[config.mk]
export PLATFORM = sky130hd
export DESIGN_NAME = lp_sysctl
export DESIGN_NICKNAME = d
export VERILOG_FILES = /design/src/rtl/lp_sysctl_pkg.sv /design/src/rtl/lp_sysctl_regs.sv /design/src/rtl/lp_sysctl_wake_src.sv /design/src/rtl/lp_sysctl_power_fsm.sv /design/src/rtl/lp_sysctl.sv
export SDC_FILE = /design/constraint.sdc
export NUM_CORES = 1
export LEC_CHECK = 0
export ABC_CLOCK_PERIOD_IN_PS = 1600
export BUFFER_PORTS_ARGS = -buffer_cell sky130_fd_sc_hd__buf_4
export CAP_MARGIN = 10
export CORE_MARGIN = 1.5
export CORE_UTILIZATION = 31
export CTS_BUF_LIST = sky130_fd_sc_hd__clkbuf_2
export CTS_CLUSTER_DIAMETER = 120
export DETAILED_ROUTE_END_ITERATION = 16
export GPL_TIMING_DRIVEN = 0
export MAX_ROUTING_LAYER = met4
export PLACE_DENSITY = 0.79
export SLEW_MARGIN = 20
export SYNTH_ARGS = -nofsm -noshare
export SYNTH_HDL_FRONTEND = slang
export SYNTH_HIERARCHICAL = 1
export SYNTH_SLANG_ARGS = --single-unit
[constraint.sdc]
create_clock -name clk -period 1.6 [get_ports clk]
set_input_delay 0 -clock clk [delete_from_list [all_inputs] [get_ports clk]]
set_output_delay 0 -clock clk [all_outputs]
set_load 0.01 [all_outputs]
[src/rtl/lp_sysctl_pkg.sv]
// Shared constants and types for the low-power system control block.
// Assumes a word-addressed register bus of at least 32 bits.
package lp_sysctl_pkg;

    // Key that unlocks the reset-control word (upper 16 bits of a write).
    localparam logic [15:0] RC_UNLOCK_KEY = 16'h05FA;
    localparam int unsigned KEY_W         = 16;

    // Bit positions the core-facing logic relies on.
    localparam int unsigned RC_REQ_BIT   = 2;
    localparam int unsigned LP_EXIT_BIT  = 1;
    localparam int unsigned LP_DEEP_BIT  = 2;
    localparam int unsigned LP_WIDE_BIT  = 4;

    // Word addresses of the two live registers.
    localparam int unsigned RC_INDEX = 0;
    localparam int unsigned LP_INDEX = 1;

    // Power state of the core as tracked by this block.
    typedef enum logic [1:0] {
        PS_RUN      = 2'd0,
        PS_WAIT_IRQ = 2'd1,
        PS_WAIT_EVT = 2'd2
    } pstate_e;

    // Stored low-power configuration.
    typedef struct packed {
        logic wide_wake;
        logic deep;
        logic exit_sleep;
    } lp_cfg_t;

endpackage

[src/rtl/lp_sysctl_regs.sv]
// Register bank: keyed reset-control word and low-power config word.
// Assumes DATA_W >= 32 and single-cycle writes; reads are combinational.
module lp_sysctl_regs
    import lp_sysctl_pkg::*;
#(
    parameter int unsigned DATA_W = 32,
    parameter int unsigned ADDR_W = 2
) (
    input  logic              clk,
    input  logic              rst_n,
    input  logic [ADDR_W-1:0] addr,
    input  logic              we,
    input  logic [DATA_W-1:0] wdata,
    output logic [DATA_W-1:0] rdata,
    output lp_cfg_t           cfg,
    output logic              rst_pulse
);
    localparam int unsigned NUM_WORDS = 1 << ADDR_W;
    localparam int unsigned KEY_LSB   = DATA_W - KEY_W;

    logic              rc_sel;
    logic              lp_sel;
    logic              key_ok;
    logic [DATA_W-1:0] lp_word;
    logic [DATA_W-1:0] word_view [NUM_WORDS];

    assign rc_sel = (addr == ADDR_W'(RC_INDEX));
    assign lp_sel = (addr == ADDR_W'(LP_INDEX));
    assign key_ok = (wdata[DATA_W-1:KEY_LSB] == RC_UNLOCK_KEY);

    // Captures the three config bits on a write to the low-power word.
    always_ff @(posedge clk) begin
        if (!rst_n) begin
            cfg <= '0;
        end else if (we && lp_sel) begin
            cfg.wide_wake  <= wdata[LP_WIDE_BIT];
            cfg.deep       <= wdata[LP_DEEP_BIT];
            cfg.exit_sleep <= wdata[LP_EXIT_BIT];
        end
    end

    // Raises a one-cycle reset request for a keyed write with the request bit.
    always_ff @(posedge clk) begin
        if (!rst_n) begin
            rst_pulse <= 1'b0;
        end else begin
            rst_pulse <= we && rc_sel && key_ok && wdata[RC_REQ_BIT];
        end
    end

    // Assembles the readable image of the low-power word.
    always_comb begin
        lp_word              = '0;
        lp_word[LP_WIDE_BIT] = cfg.wide_wake;
        lp_word[LP_DEEP_BIT] = cfg.deep;
        lp_word[LP_EXIT_BIT] = cfg.exit_sleep;
    end

    // Per-address read images; the reset-control word and unused slots read zero.
    for (genvar g = 0; g < NUM_WORDS; g++) begin : g_view
        if (g == LP_INDEX) begin : g_lp
            assign word_view[g] = lp_word;
        end else begin : g_zero
            assign word_view[g] = '0;
        end
    end

    assign rdata = word_view[addr];

    logic unused_wdata;
    assign unused_wdata = ^{wdata[KEY_LSB-1:LP_WIDE_BIT+1], wdata[3], wdata[0]};

endmodule

[src/rtl/lp_sysctl_wake_src.sv]
// Classifies the core's inputs into wake causes for the power FSM.
// Assumes all inputs are single-cycle pulses synchronous to the clock.
module lp_sysctl_wake_src
    import lp_sysctl_pkg::*;
(
    input  lp_cfg_t cfg,
    input  logic    cpu_sev,
    input  logic    ext_event,
    input  logic    irq_pend_new,
    input  logic    irq_pend_enabled,
    output logic    evt,
    output logic    irq_wake
);
    logic irq_counts;

    // A pending interrupt counts if it is enabled or the wide wake set is on.
    assign irq_counts = irq_pend_new && (irq_pend_enabled || cfg.wide_wake);

    // Event for the latch or a waiting core: send-event, external, or wide-set pend.
    assign evt = cpu_sev || ext_event || (irq_pend_new && cfg.wide_wake);

    // Interrupt-class wake, valid for both wait states.
    assign irq_wake = irq_counts;

endmodule

[src/rtl/lp_sysctl_power_fsm.sv]
// Sleep/wake state machine with a one-bit event latch.
// Assumes wfi/wfe/exit inputs only arrive while the core is running.
module lp_sysctl_power_fsm
    import lp_sysctl_pkg::*;
(
    input  logic    clk,
    input  logic    rst_n,
    input  lp_cfg_t cfg,
    input  logic    cpu_wfi,
    input  logic    cpu_wfe,
    input  logic    exc_return_thread,
    input  logic    evt,
    input  logic    irq_wake,
    output logic    core_sleep,
    output logic    core_deep_sleep,
    output logic    core_wake
);
    pstate_e st_q, st_d;
    logic    latch_q, latch_d;
    logic    wake_d, wake_q;
    logic    low_power;

    // Next state, latch update and wake decision.
    always_comb begin
        st_d    = st_q;
        latch_d = latch_q;
        wake_d  = 1'b0;
        unique case (st_q)
            PS_RUN: begin
                if (cpu_wfe) begin
                    if (latch_q || evt) begin
                        wake_d  = 1'b1;
                        latch_d = 1'b0;
                    end else begin
                        st_d = PS_WAIT_EVT;
                    end
                end else begin
                    if (cpu_wfi || (exc_return_thread && cfg.exit_sleep)) begin
                        st_d = PS_WAIT_IRQ;
                    end
                    if (evt) begin
                        latch_d = 1'b1;
                    end
                end
            end
            PS_WAIT_IRQ: begin
                if (irq_wake) begin
                    st_d   = PS_RUN;
                    wake_d = 1'b1;
                end else if (evt) begin
                    latch_d = 1'b1;
                end
            end
            PS_WAIT_EVT: begin
                if (irq_wake || evt) begin
                    st_d   = PS_RUN;
                    wake_d = 1'b1;
                end
            end
            default: begin
                st_d = PS_RUN;
            end
        endcase
    end

    // Holds power state, event latch and the registered wake pulse.
    always_ff @(posedge clk) begin
        if (!rst_n) begin
            st_q    <= PS_RUN;
            latch_q <= 1'b0;
            wake_q  <= 1'b0;
        end else begin
            st_q    <= st_d;
            latch_q <= latch_d;
            wake_q  <= wake_d;
        end
    end

    // Routes the low-power indication to the sleep flavour currently selected.
    assign low_power       = (st_q != PS_RUN);
    assign core_sleep      = low_power && !cfg.deep;
    assign core_deep_sleep = low_power && cfg.deep;
    assign core_wake       = wake_q;

endmodule

[src/rtl/lp_sysctl.sv]
// Top level: register bank, wake-cause decode and power FSM.
// Assumes a single clock domain and synchronous active-low reset.
module lp_sysctl
    import lp_sysctl_pkg::*;
#(
    parameter int unsigned DATA_W = 32,
    parameter int unsigned ADDR_W = 2
) (
    input  logic              clk,
    input  logic              rst_n,
    input  logic [ADDR_W-1:0] bus_addr,
    input  logic              bus_we,
    input  logic [DATA_W-1:0] bus_wdata,
    output logic [DATA_W-1:0] bus_rdata,
    input  logic              cpu_wfi,
    input  logic              cpu_wfe,
    input  logic              cpu_sev,
    input  logic              ext_event,
    input  logic              irq_pend_new,
    input  logic              irq_pend_enabled,
    input  logic              exc_return_thread,
    output logic              core_sleep,
    output logic              core_deep_sleep,
    output logic              core_wake,
    output logic              sys_reset_req
);
    lp_cfg_t cfg;
    logic    evt;
    logic    irq_wake;

    lp_sysctl_regs #(.DATA_W(DATA_W), .ADDR_W(ADDR_W)) u_regs (
        .clk       (clk),
        .rst_n     (rst_n),
        .addr      (bus_addr),
        .we        (bus_we),
        .wdata     (bus_wdata),
        .rdata     (bus_rdata),
        .cfg       (cfg),
        .rst_pulse (sys_reset_req)
    );

    lp_sysctl_wake_src u_src (
        .cfg              (cfg),
        .cpu_sev          (cpu_sev),
        .ext_event        (ext_event),
        .irq_pend_new     (irq_pend_new),
        .irq_pend_enabled (irq_pend_enabled),
        .evt              (evt),
        .irq_wake         (irq_wake)
    );

    lp_sysctl_power_fsm u_fsm (
        .clk               (clk),
        .rst_n             (rst_n),
        .cfg               (cfg),
        .cpu_wfi           (cpu_wfi),
        .cpu_wfe           (cpu_wfe),
        .exc_return_thread (exc_return_thread),
        .evt               (evt),
        .irq_wake          (irq_wake),
        .core_sleep        (core_sleep),
        .core_deep_sleep   (core_deep_sleep),
        .core_wake         (core_wake)
    );

endmodule

### Word-level counts from Yosys, hierarchy flattened

Cells that the tools add are included.
Widths: inputs -> output; s select.

| storage, ports and cells | value |
|---|---|
| register bits | 8 |
| input port bits | 44 |
| output and inout port bits | 36 |
| logic and storage cells | 60 |

| cells by class | value |
|---|---|
| $lt $le $gt $ge | 1 |
| equality and inequality tests | 10 |
| mux-type cells | 19 |
| bitwise logic cells | 1 |
| reductions and logical operators | 22 |

Operators with widths:

| operator | number |
|---|---|
| $bmux 32 s2 | 1 |
| $mux 32 | 2 |
| $eq 16x11->1 const B | 1 |
| $mux 2 | 5 |
| $logic_and 1x1->1 | 9 |
| $mux 1 | 8 |
| $logic_or 1x1->1 | 6 |
| $ne 3x2->1 const B | 2 |
| $pmux 2 s3 | 1 |
| $eq 2x1->1 const B | 2 |
| $logic_not 2->1 | 2 |
| $ne 2x1->1 const B | 2 |
| $reduce_and 4->1 | 1 |
| $reduce_bool 2->1 | 2 |
| $ge 3x3->1 const B | 1 |
| $ne 3x3->1 const B | 1 |
| $not 2->3 | 1 |
| $pmux 1 s3 | 1 |
| $reduce_and 3->1 | 1 |
| $eq 2x2->1 const B | 1 |
| $ne 2x2->1 const B | 1 |
| $pmux 1 s2 | 1 |
| $logic_not 1->1 | 1 |

### Depth between registers and ports, before layout

Gate-level depths: netlist (run 1).

| depth | value |
|---|---|
| depth after elaboration | 6 |
| gate-level depth with buffers | 4 |
| depth with buffers taken out | 4 |

### Modules after synthesis

Netlist (run 1), hierarchy kept.

Modules (own cells, without submodules):

| module | times used | cells each | area an instance (sq um) | sequential area each (sq um) |
|---|---|---|---|---|
| lp_sysctl_regs | 1 | 56 | 451.7 | 80.1 |
| lp_sysctl_power_fsm | 1 | 27 | 219.0 | 80.1 |
| lp_sysctl_wake_src | 1 | 2 | 16.3 | 0.0 |

### Worst setup path after synthesis (run 1)

No wires, ideal clock.

| timing path | value |
|---|---|
| path kind | register -> register |
| start | register, netlist name u_regs/cfg[2] |
| end | register u_fsm.latch_q |
| library setup time | 0.116 ns |
| arrival time | 1.387 ns |
| required time | 1.484 ns |
| slack | 0.097 ns |
| stages on the path, launching flop included | 5 |
| path buffers | 0 |
| clock period less this slack | 1.503 ns |
| cells stage by stage | dfxtp_1 > a211o_1 > or3_1 > a311o_1 > o211a_1 |

| on the way | value |
|---|---|
| word-level cells in the longest chain between the ends | 5 |
| elaborated cells between the ends (all ways) | 12 |
| classes of those cells | eq/ne: 2; mux: 4; reduce/logical: 6 |

RTL lines:

| what | line | source |
|---|---|---|
| $logic_and 1x1->1 (*) | lp_sysctl_wake_src.sv:20 | `assign evt = cpu_sev \|\| ext_event \|\| (irq_pend_new && cfg.wide_wake);` |
| $logic_or 1x1->1 (*) | lp_sysctl_wake_src.sv:20 |  |
| named net evt | lp_sysctl.sv:28 | `logic evt;` |
| $mux 1 or $logic_or 1x1->1 (tied branches) | n/a |  |
| $mux 1 (tied with other cells) | n/a |  |
| $pmux 1 s2 or $reduce_and 3->1 (tied branches) | n/a |  |
| end signal: assignment | lp_sysctl_power_fsm.sv:74 | `latch_q <= latch_d;` |
| end: declaration | lp_sysctl_power_fsm.sv:19 | `logic latch_q, latch_d;` |

Mark *: on every way through the listed nets, which the timed path passes. The rest lies on a longest branch. The select of a mux whose other input is x is not followed.
A chain may end at the register's enable or synchronous reset.

### Final worst setup path (run 1)

| timing path | value |
|---|---|
| start | register, netlist name u_regs/cfg[2] |
| end | register u_fsm.latch_q |

| on the way | value |
|---|---|
| word-level cells in the longest chain between the ends | 5 |
| elaborated cells between the ends (all ways) | 12 |
| classes of those cells | eq/ne: 2; mux: 4; reduce/logical: 6 |

RTL lines:

| what | line |
|---|---|
| $logic_and 1x1->1 (*) | lp_sysctl_wake_src.sv:20 |
| $logic_or 1x1->1 (*) | lp_sysctl_wake_src.sv:20 |
| named net evt | lp_sysctl.sv:28 |
| $mux 1 or $logic_or 1x1->1 (tied branches) | n/a |
| $mux 1 (tied with other cells) | n/a |
| $pmux 1 s2 or $reduce_and 3->1 (tied branches) | n/a |

Marked as above.

==> metrics.cfg, run 1 <==
[sta]
fmax_mhz=659
whs_ns=0.0261
tns_ns=0
timing.final.crit_share=0.948
setup_viol=0
post-route-min-period_ns=1.52
fin_skew_ns=0.0140
grt_setup_unrepaired=no
hold_viol=0
maxSlewViolCount=0

[critical_path]
r2r-end=u_fsm/latch_q
crit_start=u_regs/cfg[2]
crit_path_end_kind=register
r2r_slack_ns=0.08
crit_required_ns=1.72
arrival_ns=1.64
criticalPathCategory=reg2reg
r2r-start=u_regs/cfg[2]
endpoint=u_fsm/latch_q
cp_max_fo=5
crit_path_start_kind=register
worstRegToRegCells=4

[placed_design]
dpl_cell_area_um2=1100
port_buffers=37
placedCellCount=177
hpwl_um=1340
gp_congestion=0.698

[power_and_ir_drop]
pwr_density_cell_nw_per_um2=490
p_int_uw=388
swShare=0.298
p_total_uw=553
sequentialPowerShare=0.397
max-vdd-ir-drop_mv=0.241
p_sw_uw=165
power_leakage_nw=0.607
clkPwrFrac=0.218
power_frac_comb=0.384

[clock_network]
h-tree-depth=1
cts_buffers=3
clk_pin_slew_worst_paths_ns=0.09
clock_latency_ns=0.24
clk_path_buf_depth=2
cts-root-buf=clkbuf_2
cts_tree=done
cts_sinks=8

[synth]
synth_seq_cells=8
synth-seq-area-share=0.233
synth-edff-count=0
async_flop_share=0
synth_cells=85
ys_warn_count=6
synth_area_um2=687
postSynthAreaPerCell_um2=8.08
ys_types=28
synthFlopType=dfxtp_1

[global_routing]
grt_start_max_net_pins=9
busiest_layer=met2
grt_antenna_before_repair=0
grt_overflow=0
grt_pass1_wl_um=2480
grt_use_total=0.134
met1_usage=0.123
gr-usage-met2=0.252
grt_pass1_vias=664
use_met3=0.0576

[finish]
nets=200
fillers=192
final_cell_count_no_fill=181
layout_commonest_cell=buf_4
seq_area_um2=161
final_cell_mix=66 x buf_4, 29 x conb_1, 7 x dfxtp_1
drive_above_1_share=0.474
multiInputGateArea_um2=410
antenna_cells=0
area_growth_pct=64.5
final_area_um2=1130

[route]
via_per_inst=3.90
drt-initial-drc-count=9
postRouteAntennaNets=0
drc=0
vias=706
detail_route.wl_per_cell_um=8.67
routed_wl_um=1570
dr.pass1.iters=4

[die]
die-area_um2=2510
core_um2=2020
start_util=0.340
pin_count=80
row_count=16
die_h_um=50.1
die_x_um=50.1

[job]
drv_cap=0

[hold_path]
min_path_type=in2reg

[status]
status=finished, final reports clean

==> through the flow <==
step	util	setup slack, ns
after floorplan	-	0.0966
after global placement	0.546	0.0532
after detailed placement	0.546	0.0321
after CTS	0.558	0.000968
after global routing	0.559	0.0354
final	0.559	0.0833
==> timing repair <==
item / in CTS / in global routing
setup buffers: 0 / 0
hold endpoints to repair: 1 / 0
hold buffers: 1 / 0
setup endpoints to repair: 0 / 1
resized for setup: 0 / 1
==> power by group through the flow <==
stage	Sequential [mW]	Combinational, mW	Clock [mW]
6_report	0.220	0.213	0.121
4_1_cts	0.219	0.210	0.131
3_5_place_dp	0.224	0.208	0
3_3_place_gp	0.223	0.204	0
5_1_grt	0.221	0.232	0.142
2_1_floorplan	0.223	0.129	0
==> cell usage after synthesis (2+ instances only) <==
library cell	n	area, um2
nor2b_1	3	18.8
a21boi_1	3	22.5
nand4b_1	2	17.5
a221oi_1	2	17.5
dfxtp_1	8	160
buf_4	29	218
nand2_1	6	22.5
a21oi_1	2	10.0
and2_1	3	18.8
nand3_1	4	20.0
o21ai_0	2	10.0
nor2_1	5	18.8
==> worst min path at each step <==
| stage | from | to | slack (ns) | cells after the start |
|---|---|---|---|---|
| after CTS | bus_wdata[2] | u_regs/cfg[1] | 0.007 | 3 |
| after global placement | bus_wdata[30] | u_regs/rst_pulse | 0.26 | 4 |
| after detailed placement | bus_wdata[27] | u_regs/rst_pulse | 0.27 | 4 |
| after floorplan | rst_n | u_fsm/st_q[1] | 0.11 | 2 |
| after global routing | bus_wdata[27] | u_regs/rst_pulse | 0.004 | 4 |
| final | bus_wdata[2] | u_regs/cfg[1] | 0.03 | 3 |
==> critical path, stage by stage (launching register included) <==
cell	delay, ns
dfxtp_2	0.34
a211o_1	0.34
o31a_2	0.29
a311o_1	0.31
o211a_1	0.12
==> metal layers <==
metal / vias up / wire (um) / share of wire
li1: 376 / - / -
met1: 284 / 575 / 0.37
met2: 46 / 801 / 0.51
met3: 0 / 192 / 0.12
met4: 0 / 0 / 0
met5: - / 0 / 0
==> cell type report <==
| cell class | count | area share |
|---|---|---|
| Multi-Input combinational cell | 75 | 0.363 |
| Timing Repair Buffer | 38 | 0.255 |
| Buffer | 29 | 0.193 |
| Sequential cell | 8 | 0.143 |
| Tap cell | 27 | 0.0299 |
| Clock buffer | 3 | 0.0133 |
| Inverter | 1 | 0.00332 |
==> cell families after synthesis <==
family,synth area share
other,0.00546
flip-flops,0.233
buffers and inverters,0.322
AO/OA/AOI/OAI,0.168
AND/OR/NAND/NOR,0.271
==> flip-flops by register name, summed over array words and instances (netlist names) <==
register / flops
u_fsm/core_wake: 1
u_fsm/latch_q: 1
u_fsm/st_q: 2
u_regs/cfg: 3
u_regs/rst_pulse: 1
Power figures use the tool's default switching activity.
==> inputs of run 2 (changes only) <==
--- a/config.mk
+++ b/config.mk
@@ -5,7 +5,6 @@
 export SDC_FILE = /design/constraint.sdc
 export NUM_CORES = 1
 export LEC_CHECK = 0
-export ABC_CLOCK_PERIOD_IN_PS = 1600
 export BUFFER_PORTS_ARGS = -buffer_cell sky130_fd_sc_hd__buf_4
 export CAP_MARGIN = 10
 export CORE_MARGIN = 1.5
@@ -16,6 +15,7 @@
 export GPL_TIMING_DRIVEN = 0
 export MAX_ROUTING_LAYER = met4
 export PLACE_DENSITY = 0.79
+export RECOVER_POWER = 50
 export SLEW_MARGIN = 20
 export SYNTH_ARGS = -nofsm -noshare
 export SYNTH_HDL_FRONTEND = slang
==> run 2 against run 1 <==
Compared with the run above: flip-flop and latch count did not move; routed wire length rose by 0.45%; highest routed layer unchanged; count of clock-buffer cells in the layout unchanged; core utilization shrank 0.87 points.
==> metrics.cfg, run 2 (synthesis results as in run 1) <==
[global_routing]
grt_use_total=0.134
grt_pass1_vias=664
grt_pass1_wl_um=2480
grt_antenna_before_repair=0
grt_start_max_net_pins=9
grt_overflow=0

[finish]
antenna_cells=0
nets=200
area_growth_pct=61.9
top_regs=u_regs/cfg x3, u_fsm/st_q x2
final_cell_count_no_fill=181
drive_above_1_share=0.448
largest_register=u_regs/cfg
final_cell_mix=63 x buf_4, 29 x conb_1, 7 x dfxtp_1
largest_reg_flops=3
layout_commonest_cell=buf_4

[route]
detail_route.wl_per_cell_um=8.71
drc=0
routed_wl_um=1580
via_per_inst=3.94
drt-initial-drc-count=11
postRouteAntennaNets=0
vias=714
dr.pass1.iters=4

[sta]
post-route-min-period_ns=1.52
fmax_mhz=660
setup_viol=0
hold_viol=0
maxSlewViolCount=0
grt_setup_unrepaired=no
fin_skew_ns=0.0140
tns_ns=0
timing.final.crit_share=0.948

[critical_path]
arrival_ns=1.64
crit_path_start_kind=register
r2r_slack_ns=0.08
r2r-start=u_regs/cfg[2]
crit_required_ns=1.72
worstRegToRegCells=4
crit_path_end_kind=register
r2r-end=u_fsm/latch_q
criticalPathCategory=reg2reg
cp_max_fo=5

[clock_network]
cts-root-buf=clkbuf_2
h-tree-depth=1
post-cts-setup-buffers=0
clock_latency_ns=0.24
cts_buffers=3
cts_sinks=8
clk_path_buf_depth=2
clk_pin_slew_worst_paths_ns=0.09
cts_tree=done

[die]
die-area_um2=2510
row_count=16
die_x_um=50.1
core_um2=2020
pin_count=80
start_util=0.340
die_h_um=50.1

[job]
drv_cap=0

[placed_design]
gp_congestion=0.698
placedCellCount=177
port_buffers=37
hpwl_um=1340

[power_and_ir_drop]
pwr_density_cell_nw_per_um2=494
power_leakage_nw=0.591
p_total_uw=549
max-vdd-ir-drop_mv=0.241

[hold_path]
hp-start=bus_wdata[27]
min_path_type=in2reg
holdPathEnd=u_regs/rst_pulse
min_path_cells=4

[status]
status=finished, final reports clean

==> run 2: worst max path at each step <==
stage	from	to	slack (ns)
2_1_floorplan	u_regs/cfg[2]	u_fsm/latch_q	0.1
3_3_place_gp	u_regs/cfg[2]	u_fsm/latch_q	0.05
3_5_place_dp	u_regs/cfg[2]	u_fsm/latch_q	0.03
4_1_cts	u_regs/cfg[2]	u_fsm/latch_q	0.001
5_1_grt	u_regs/cfg[2]	u_fsm/latch_q	0.04
6_report	u_regs/cfg[2]	u_fsm/latch_q	0.08
==> run 2: metrics by stage <==
step                utilization  instance area (um2)  hold WS [ns]  setup WS [ns]
global placement          0.546                 1100         0.260         0.0532
CTS                       0.558                 1130       0.00732       0.000968
global route              0.550                 1110       0.00387         0.0354
detailed placement        0.546                 1100         0.269         0.0321
finish                    0.550                 1110        0.0275         0.0838
floorplan                     -                  792         0.114         0.0966
==> run 2: cell type report <==
| type | instances | area, um2 |
|---|---|---|
| multi-input cells | 75 | 404 |
| fillers | 199 | 910 |
| repair buffers | 38 | 277 |
| flip-flops and latches | 8 | 161 |
| plain buffers | 29 | 218 |
| inverters | 1 | 3.75 |
| well taps | 27 | 33.8 |
| clock buffers | 3 | 15.0 |
==> run 2: metal layers <==
layer | wire length [um] | track usage
met5 | 0 | -
met4 | 0 | 0.0278
met3 | 193 | 0.0576
met2 | 798 | 0.252
met1 | 584 | 0.123
==> run 2: timing repair <==
item	4_1_cts	5_1_grt
endpoints found under the hold margin	1	0
endpoints found under the setup margin	0	1
hold buffers	1	0
gates resized for setup	0	1
==> run 2: report_power, final <==
part	leakage (nW)	internal (mW)	switching [mW]	total, mW
registers	0.0659	0.210	0.0100	0.220
logic	0.513	0.125	0.0839	0.209
clock network	0.0125	0.0511	0.0698	0.121
total	0.591	0.386	0.164	0.549
==> run 2: worst max-delay path, cell delays in order (launching register included) <==
cell and delay, ns:
dfxtp_2 0.34, a211o_1 0.34, o31a_2 0.29, a311o_1 0.31, o211a_1 0.12
==> inputs of run 3 (changes only) <==
--- a/config.mk
+++ b/config.mk
@@ -8,13 +8,13 @@
 export BUFFER_PORTS_ARGS = -buffer_cell sky130_fd_sc_hd__buf_4
 export CAP_MARGIN = 10
 export CORE_MARGIN = 1.5
-export CORE_UTILIZATION = 31
+export CORE_UTILIZATION = 34
 export CTS_BUF_LIST = sky130_fd_sc_hd__clkbuf_2
 export CTS_CLUSTER_DIAMETER = 120
 export DETAILED_ROUTE_END_ITERATION = 16
 export GPL_TIMING_DRIVEN = 0
 export MAX_ROUTING_LAYER = met4
-export PLACE_DENSITY = 0.79
+export PLACE_DENSITY = 0.82
 export RECOVER_POWER = 50
 export SLEW_MARGIN = 20
 export SYNTH_ARGS = -nofsm -noshare
==> constraint.sdc (replaced) <==
create_clock -name clk -period 1.68 [get_ports clk]
set_input_delay 0 -clock clk [delete_from_list [all_inputs] [get_ports clk]]
set_output_delay 0 -clock clk [all_outputs]
set_load 0.01 [all_outputs]
==> run 3 against run 2 <==
Compared with the run above: final cell count down 0.55%; largest power group unchanged; sequential power fell by 5%; clock skew decreased by 0.0067 ns; critical endpoint unchanged; core utilization increased by 2.3 points; clock power decreased by 9%; flip-flop and latch count unchanged; first-iteration DRC count decreased by 45%.
==> metrics.cfg, run 3 (synthesis results as in run 1) <==
[clock_network]
post-cts-setup-buffers=0
cts_buffers=3
cts-root-buf=clkbuf_2
cts_sinks=8
cts_tree=done
h-tree-depth=1
clock_latency_ns=0.23
clk_path_buf_depth=2
cts-resized-gates=0
clk_pin_slew_worst_paths_ns=0.08
hold_buffers=0

[global_routing]
grt_pass1_wl_um=2310
use_met3=0.0264
grt_start_max_net_pins=9
grt_pass1_vias=590
gr-usage-met2=0.291
grt_antenna_before_repair=0
met1_usage=0.133
grt_overflow=0
busiest_layer=met2
grt_use_total=0.157

[power_and_ir_drop]
sequentialPowerShare=0.402
clkPwrFrac=0.212
swShare=0.295
power_leakage_nw=0.588
power_frac_comb=0.386
max-vdd-ir-drop_mv=0.237
pwr_density_cell_nw_per_um2=472
p_sw_uw=154
p_int_uw=366

[route]
detail_route.wl_per_cell_um=9.43
routed_wl_um=1700
drt-initial-drc-count=6
vias=731
via_per_inst=4.06
drc=0
postRouteAntennaNets=0
dr.pass1.iters=6

[die]
die_x_um=47.9
die-area_um2=2300
die_h_um=47.9
pin_count=80
core_um2=1920
row_count=16
start_util=0.357

[critical_path]
criticalPathCategory=reg2reg
crit_path_end_kind=register
crit_path_start_kind=register
crit_required_ns=1.81
cp_max_fo=5
arrival_ns=1.70

[finish]
nets=199
final_cell_mix=63 x buf_4, 29 x conb_1, 8 x dfxtp_1
drive_above_1_share=0.444
largest_reg_flops=3
layout_commonest_cell=buf_4
largest_register=u_regs/cfg
top_regs=u_regs/cfg x3, u_fsm/st_q x2
area_growth_pct=60.3
antenna_cells=0
final_area_um2=1100

[job]
drv_cap=0

[sta]
hold_viol=0
grt_setup_unrepaired=no
fin_skew_ns=0.00729
maxSlewViolCount=0
timing.final.ws_setup_ns=0.111
timing.final.crit_share=0.934
tns_ns=0
fmax_mhz=637
post-route-min-period_ns=1.57
setup_viol=0

[status]
status=finished, final reports clean

[hold_path]
min_path_type=in2reg

[placed_design]
port_buffers=37
pre_cts_ws_ns=0.108
hpwl_um=1450
gp_congestion=0.789
dpl_cell_area_um2=1100

run 3: metrics by stage:
| step | power [mW] | utilization | hold WS (ns) | cells |
|---|---|---|---|---|
| 5_1_grt | 0.559 | 0.573 | 0.0206 | 180 |
| 2_1_floorplan | 0.335 | - | 0.114 | 113 |
| 6_report | 0.520 | 0.573 | 0.0292 | 180 |
| 4_1_cts | 0.530 | 0.582 | 0.0119 | 180 |
| 3_3_place_gp | 0.406 | 0.574 | 0.263 | 177 |
| 3_5_place_dp | 0.412 | 0.574 | 0.268 | 177 |
run 3: critical path: stages (launching register included):
cell,delay [ns]
dfxtp_1,0.33
a211o_1,0.31
or3_1,0.35
a311o_1,0.35
o211a_1,0.13
run 3: power by group through the flow:
stage | Clock, mW | Sequential [mW] | Combinational [mW]
floorplan | 0 | 0.212 | 0.123
global placement | 0 | 0.212 | 0.194
detailed placement | 0 | 0.213 | 0.199
CTS | 0.121 | 0.209 | 0.200
global route | 0.127 | 0.210 | 0.222
finish | 0.110 | 0.209 | 0.200
run 3: worst paths after layout:
path / from / end / slack (ns) / cells after the start
setup reg to reg: u_regs/cfg[2] / u_fsm/latch_q / 0.11 / 4
hold reg to reg: u_regs/cfg[0] / u_regs/cfg[0] / 0.50 / 2
hold / removal: bus_wdata[29] / u_regs/rst_pulse / 0.03 / 4
setup / recovery: u_regs/cfg[2] / u_fsm/latch_q / 0.11 / 4
run 3: cell type report:
class	instances	area, um2
Fill cell	184	821
Sequential cell	8	160
Multi-Input combinational cell	75	404
Timing Repair Buffer	37	267
Buffer	29	218
Inverter	1	3.75
Tap cell	27	33.8
Clock buffer	3	15.0
run 3: routing by layer:
metal | vias to the layer above | wire, um
met5 | - | 0
met4 | 0 | 43
met3 | 4 | 125
met2 | 36 | 940
met1 | 314 | 588
li1 | 377 | -
